==> src/rtl/mhf_pkg.sv <==
package mhf_pkg;

  localparam int CRC_W = 32;

  // Fold one byte into the running CRC, least significant data bit first.
  function automatic logic [CRC_W-1:0] crc_fold_byte(
    input logic [CRC_W-1:0] c_in,
    input logic [7:0]       d,
    input logic [CRC_W-1:0] poly
  );
    logic [CRC_W-1:0] c;
    logic             fb;
    c = c_in;
    for (int j = 0; j < 8; j++) begin
      fb = c[CRC_W-1] ^ d[j];
      c  = {c[CRC_W-2:0], 1'b0};
      if (fb) c = c ^ poly;
    end
    return c;
  endfunction

endpackage

==> src/rtl/mhf_addr_capture.sv <==
module mhf_addr_capture #(
  parameter int ADDR_BYTES = 6,
  localparam int CNT_W  = $clog2(ADDR_BYTES + 1),
  localparam int ADDR_W = 8 * ADDR_BYTES
) (
  input  logic              clk,
  input  logic              rst,
  input  logic              in_valid,
  input  logic              in_start,
  input  logic [7:0]        in_byte,
  output logic              take,
  output logic              take_first,
  output logic [ADDR_W-1:0] addr_q,
  output logic              done_q
);

  logic [CNT_W-1:0] cnt_q;
  logic [CNT_W-1:0] cnt_next;
  logic             active_q;

  assign take       = in_valid && (in_start || active_q);
  assign take_first = in_valid && in_start;

  always_comb begin
    if (in_start) cnt_next = CNT_W'(1);
    else          cnt_next = cnt_q + CNT_W'(1);
  end

  always_ff @(posedge clk) begin
    if (rst) begin
      cnt_q    <= '0;
      active_q <= 1'b0;
      addr_q   <= '0;
      done_q   <= 1'b0;
    end else begin
      done_q <= 1'b0;
      if (take) begin
        cnt_q    <= cnt_next;
        addr_q   <= {addr_q[ADDR_W-9:0], in_byte};
        active_q <= (cnt_next < CNT_W'(ADDR_BYTES));
        done_q   <= (cnt_next == CNT_W'(ADDR_BYTES));
      end
    end
  end

  AST_CNT_BOUND: assert property (@(posedge clk) disable iff (rst)
    cnt_q <= CNT_W'(ADDR_BYTES));

  AST_LAST_CLOSES: assert property (@(posedge clk) disable iff (rst)
    done_q |-> !active_q);

endmodule

==> src/rtl/mhf_crc_engine.sv <==
module mhf_crc_engine
  import mhf_pkg::*;
#(
  parameter logic [CRC_W-1:0] POLY  = 32'h04C1_1DB7,
  parameter logic [CRC_W-1:0] SEED  = 32'hFFFF_FFFF,
  parameter int               OUT_W = 6
) (
  input  logic             clk,
  input  logic             rst,
  input  logic             take,
  input  logic             take_first,
  input  logic [7:0]       in_byte,
  output logic [OUT_W-1:0] crc_low
);

  logic [CRC_W-1:0] crc_q;
  logic [CRC_W-1:0] crc_base;

  assign crc_base = take_first ? SEED : crc_q;

  always_ff @(posedge clk) begin
    if (rst)       crc_q <= SEED;
    else if (take) crc_q <= crc_fold_byte(crc_base, in_byte, POLY);
  end

  assign crc_low = crc_q[OUT_W-1:0];

endmodule

==> src/rtl/mhf_hash_table.sv <==
module mhf_hash_table #(
  parameter int WORD_W = 32,
  localparam int POS_W = $clog2(WORD_W)
) (
  input  logic              clk,
  input  logic              rst,
  input  logic              wr_en,
  input  logic              wr_sel,
  input  logic [WORD_W-1:0] wr_data,
  input  logic              rd_sel,
  input  logic [POS_W-1:0]  rd_pos,
  output logic              rd_hit
);

  logic [WORD_W-1:0] mem [2];

  always_ff @(posedge clk) begin
    if (rst) begin
      mem[0] <= '0;
      mem[1] <= '0;
    end else if (wr_en) begin
      mem[wr_sel] <= wr_data;
    end
  end

  assign rd_hit = mem[rd_sel][rd_pos];

  AST_WRITE_LANDS: assert property (@(posedge clk) disable iff (rst)
    ($past(wr_en) && !$past(rst)) |-> (mem[$past(wr_sel)] == $past(wr_data)));

endmodule

==> src/rtl/mcast_hash_filter.sv <==
module mcast_hash_filter #(
  parameter int          ADDR_BYTES   = 6,
  parameter int          TABLE_WORD_W = 32,
  parameter logic [31:0] CRC_POLY     = 32'h04C1_1DB7,
  parameter logic [31:0] CRC_SEED     = 32'hFFFF_FFFF,
  localparam int ADDR_W = 8 * ADDR_BYTES,
  localparam int POS_W  = $clog2(TABLE_WORD_W),
  localparam int BKT_W  = POS_W + 1
) (
  input  logic                    clk,
  input  logic                    rst,
  input  logic                    rx_valid,
  input  logic                    rx_start,
  input  logic [7:0]              rx_byte,
  input  logic                    tbl_wr_en,
  input  logic                    tbl_wr_high,
  input  logic [TABLE_WORD_W-1:0] tbl_wr_data,
  input  logic [ADDR_W-1:0]       station_addr,
  input  logic                    promisc_en,
  input  logic                    bcast_reject,
  input  logic                    all_groups,
  output logic                    match_valid,
  output logic                    match_accept,
  output logic [BKT_W-1:0]        match_bucket
);

  logic              take;
  logic              take_first;
  logic [ADDR_W-1:0] addr_q;
  logic              done_q;
  logic [BKT_W-1:0]  crc_low;
  logic [POS_W-1:0]  bit_pos;
  logic              word_sel;
  logic              tbl_hit;
  logic              is_bcast;
  logic              is_group;
  logic              accept_next;

  mhf_addr_capture #(.ADDR_BYTES(ADDR_BYTES)) u_capture (
    .clk        (clk),
    .rst        (rst),
    .in_valid   (rx_valid),
    .in_start   (rx_start),
    .in_byte    (rx_byte),
    .take       (take),
    .take_first (take_first),
    .addr_q     (addr_q),
    .done_q     (done_q)
  );

  mhf_crc_engine #(.POLY(CRC_POLY), .SEED(CRC_SEED), .OUT_W(BKT_W)) u_crc (
    .clk        (clk),
    .rst        (rst),
    .take       (take),
    .take_first (take_first),
    .in_byte    (rx_byte),
    .crc_low    (crc_low)
  );

  // Bucket: CRC bit 0 picks the word, CRC bits POS_W:1 reversed pick the bit.
  assign word_sel = crc_low[0];
  for (genvar g = 0; g < POS_W; g++) begin : g_rev
    assign bit_pos[g] = crc_low[POS_W - g];
  end

  mhf_hash_table #(.WORD_W(TABLE_WORD_W)) u_table (
    .clk     (clk),
    .rst     (rst),
    .wr_en   (tbl_wr_en),
    .wr_sel  (tbl_wr_high),
    .wr_data (tbl_wr_data),
    .rd_sel  (word_sel),
    .rd_pos  (bit_pos),
    .rd_hit  (tbl_hit)
  );

  assign is_bcast = &addr_q;
  assign is_group = addr_q[ADDR_W-8];

  always_comb begin
    if (promisc_en)    accept_next = 1'b1;
    else if (is_bcast) accept_next = !bcast_reject;
    else if (is_group) accept_next = all_groups || tbl_hit;
    else               accept_next = (addr_q == station_addr);
  end

  always_ff @(posedge clk) begin
    if (rst) begin
      match_valid  <= 1'b0;
      match_accept <= 1'b0;
      match_bucket <= '0;
    end else begin
      match_valid <= done_q;
      if (done_q) begin
        match_accept <= accept_next;
        match_bucket <= {word_sel, bit_pos};
      end
    end
  end

  AST_PULSE_SINGLE: assert property (@(posedge clk) disable iff (rst)
    match_valid |=> !match_valid);

  AST_DECIDE_AFTER_LAST: assert property (@(posedge clk) disable iff (rst)
    done_q |=> match_valid);

  AST_PROMISC_KEEPS: assert property (@(posedge clk) disable iff (rst)
    (match_valid && $past(promisc_en)) |-> match_accept);

  AST_BCAST_DROPPED: assert property (@(posedge clk) disable iff (rst)
    (match_valid && $past(is_bcast && bcast_reject && !promisc_en)) |-> !match_accept);

endmodule

==> config.mk <==
export PLATFORM = sky130hd
export DESIGN_NAME = mcast_hash_filter
export DESIGN_NICKNAME = d
export VERILOG_FILES = /design/src/rtl/mhf_pkg.sv /design/src/rtl/mhf_addr_capture.sv /design/src/rtl/mhf_crc_engine.sv /design/src/rtl/mhf_hash_table.sv /design/src/rtl/mcast_hash_filter.sv
export SDC_FILE = /design/constraint.sdc
export NUM_CORES = 1
export LEC_CHECK = 0
export BUFFER_PORTS_ARGS = -buffer_cell sky130_fd_sc_hd__buf_2
export CORE_MARGIN = 5
export CORE_UTILIZATION = 25
export DETAILED_ROUTE_END_ITERATION = 10
export GPL_TIMING_DRIVEN = 0
export MAX_ROUTING_LAYER = met4
export PLACE_DENSITY = 0.43
export SYNTH_ARGS = -nofsm -noshare
export SYNTH_HDL_FRONTEND = slang
export SYNTH_SLANG_ARGS = --single-unit
==> constraint.sdc <==
create_clock -name clk -period 2.05 [get_ports clk]
set_input_delay 0.205 -clock clk [delete_from_list [all_inputs] [get_ports clk]]
set_output_delay 0.205 -clock clk [all_outputs]
set_load 0.1 [all_outputs]
==> results.md <==
* Mapped Nets at 942
* Post-Place Cell Area at 9370 µm²
* Hold endpoint: u_table.mem[0][9]
* NumNets Final at 1,063
* CP Cell Sequence: buf_6 -> buf_4 -> mux4_1 -> mux2i_1 -> o211ai_1 -> nor4b_1 -> or4_4 -> a311oi_2
* Hold WS at 0.0513 ns
* Post-synth ARST share at 0
* CP peak stage delay at 0.56 ns
* VDD IR-drop max at 0.634 mV
* Antenna violations before repair at 1
* Synth area leaders: edfxtp_1 (23%), dfxtp_1 (23%), xnor2_1 (6.9%)
* Clk_skew at 0.00921 ns
* Synth area leader: edfxtp_1
* Power per cell area at 887 nW/µm²
* Failing checks: negative setup slack
* WP data arrival at 2.41 ns
* Reg-to-Reg End: match_accept
* R2r worst-path depth at 8
* Startpoint types: register
* # DRC at 0
* Tot GR Track Use at 0.147
* RSZ-0062 raised after global routing: yes
* DRT antenna net count at 0
* CTS tree: yes
* Fin area at 10,200 µm²
* Max-cap violation count at 0
* Clock-pin slew on the worst setup and hold paths at 0.07 ns
* Share of cells above drive strength 1 at 0.215
* Hold_sp: tbl_wr_data[9]
* Leak at 3.75 nW
* Vias in the first global route at 6,666
* Yosys warning count at 0
* Least-Margin Pin Slew at 0.723 ns
* Final Hold Viols at 0
* Fin crit share at 1.04
* Max Clock Freq at 471 MHz
* Fin. max-slew vios at 0
* Cell depth of the worst hold path at 2
* Critical path's slowest cell: mux4_1
* CP Max Fanout at 4
* # IOs at 105
* FP Rows at 66
* Vias per inst at 4.58
* Leading cell type in the layout, fill and taps excluded: nand2_1
* Sequential area share after synthesis at 0.457
* Synth top area share at 0.231
* Worst slew margin at 0.518
* Minimum clock period at 2.12 ns
* Clk sinks at 158
* CP required at 2.34 ns
* Cell chosen for the clock root: clkbuf_16
* First-pass GRT wire length at 40.0 mm
* RD Place Congestion at 0.855
* Pre-antenna DRT Iters at 4
* Synth Flop Type: dfxtp_1
* Worst setup margin at -0.0718 ns
* Area of the multi-input gates at 4370 µm²
* DR iter-0 viols at 357
* Area Growth Syn to Fin at 22.4%
* CTS max path bufs at 2
* GRT Residual Overflow at 0
* Layout Utilization at 0.312
* Hold Path Class: in2reg
* EDFF count, synth at 64
* Post-Synthesis Cells at 844
* H-tree depth at 4
* Die X at 192 µm
* Vias at 6,507
* CTS Buf Count at 17
* DR WL/cell at 18.4 µm
* Clock Latency Late Sink at 0.43 ns
* Top delay family on crit path: multiplexers
* R2R Setup Slk at -0.07 ns
* FF+latch area at 3810 µm²
* Yosys cell types at 68
* Fillers at 3,491
* Yosys reg bits at 158
* Post-Synthesis Cell Area at 8320 µm²
* Routed WL at 26.1 mm
* Initial Util at 0.255
* Buf/Inv on CP at 2
* Die H at 192 µm
* Hpwl dp at 19.1 mm
* Critical path class: reg2reg
* Die Footprint at 37,000 µm²
* Largest net degree at the start of global routing at 33
* Most frequent cells in the layout: nand2_1 (117), buf_2 (101), dfxtp_1 (88)
* Setup crit end kind: register
* Syn Area/Cell at 9.86 µm²
* Core Area at 32,700 µm²
* Setup Viol. Count Final at 1
* Outcome: complete, but fails checks
* Port Buffer Count at 99
* Total negative slack at -0.0718 ns
registers in the layout, summed over array words and instances, names as in the netlist, named ones only:
name / flops
u_table.mem: 64
u_capture.addr_q: 48
u_crc.crc_q: 32
match_bucket: 6
u_capture.cnt_q: 3
match_accept: 1
match_valid: 1
u_capture.active_q: 1
u_capture.done_q: 1
worst register-to-register path, stage by stage (launching register included):
cell      delay (ns)
dfxtp_1         0.32
buf_6           0.12
buf_4           0.14
mux4_1          0.56
mux2i_1         0.15
o211ai_1        0.10
nor4b_1         0.30
or4_4           0.21
a311oi_2        0.08
cell type report:
| cell class | instances | share of cell area |
|---|---|---|
| well taps | 442 | 0.0543 |
| clock buffers | 22 | 0.0466 |
| flip-flops and latches | 158 | 0.374 |
| diodes | 1 | 0.000246 |
| inverters | 14 | 0.00516 |
| multi-input cells | 614 | 0.429 |
| plain buffers | 56 | 0.0284 |
| repair buffers | 104 | 0.0535 |
| clock inverters | 10 | 0.00884 |
logic make-up after synthesis:
logic type               after synthesis  synth area share
XOR/XNOR                             103             0.128
buffers and inverters                 72            0.0392
adder cells (fa/ha/maj)                1           0.00150
flip-flops                           158             0.457
AO/OA/AOI/OAI                        140             0.105
AND/OR/NAND/NOR                      343             0.208
multiplexers                          27            0.0615
what timing repair did:
action	CTS	global route
hold buffers	0	0
pin swaps	5	6
buffers inserted	3	2
resized for setup	20	41
setup endpoints to repair	133	54
metal layers:
layer,track usage,vias up,share of wire
li1,-,3195,-
met1,0.201,3133,0.49
met2,0.223,150,0.45
met3,0.0309,29,0.046
met4,0.0373,0,0.015
met5,-,-,0
per-stage QoR:
stage / setup WS, ns / cells / power [mW]
final: -0.0718 / 1421 / 9.04
after global routing: -0.202 / 1421 / 9.47
after CTS: -0.105 / 1420 / 9.03
after detailed placement: -0.658 / 1385 / 5.81
after global placement: -0.655 / 1385 / 5.82
after floorplan: 0.113 / 844 / 5.20
where the power goes:
part	internal (mW)	leakage (nW)	switching (mW)	total [mW]
clock	1.77	0.271	1.34	3.11
sequential	3.51	1.39	0.177	3.69
combinational	1.08	2.08	1.16	2.25
total	6.36	3.75	2.68	9.04
Yosys cell counts, types with 14 or more instances:
| library cell | count |
|---|---|
| nand2_1 | 117 |
| dfxtp_1 | 94 |
| a21oi_1 | 77 |
| and2_1 | 67 |
| xnor2_1 | 66 |
| edfxtp_1 | 64 |
| nor2_1 | 57 |
| clkbuf_1 | 43 |
| xor2_1 | 24 |
| nand4_1 | 21 |
| nand3_1 | 15 |
| inv_1 | 14 |
worst max path at each step:
stage | endpoint | slack, ns | depth (start not counted)
2_1_floorplan | u_crc.crc_q[11] | 0.11 | 6
5_1_grt | match_accept | -0.20 | 8
3_5_place_dp | u_table.mem[0][28] | -0.66 | 4
4_1_cts | match_accept | -0.11 | 8
3_3_place_gp | u_table.mem[0][28] | -0.65 | 4
6_report | match_accept | -0.07 | 8
Note: power is estimated with default switching activity, not from simulation.
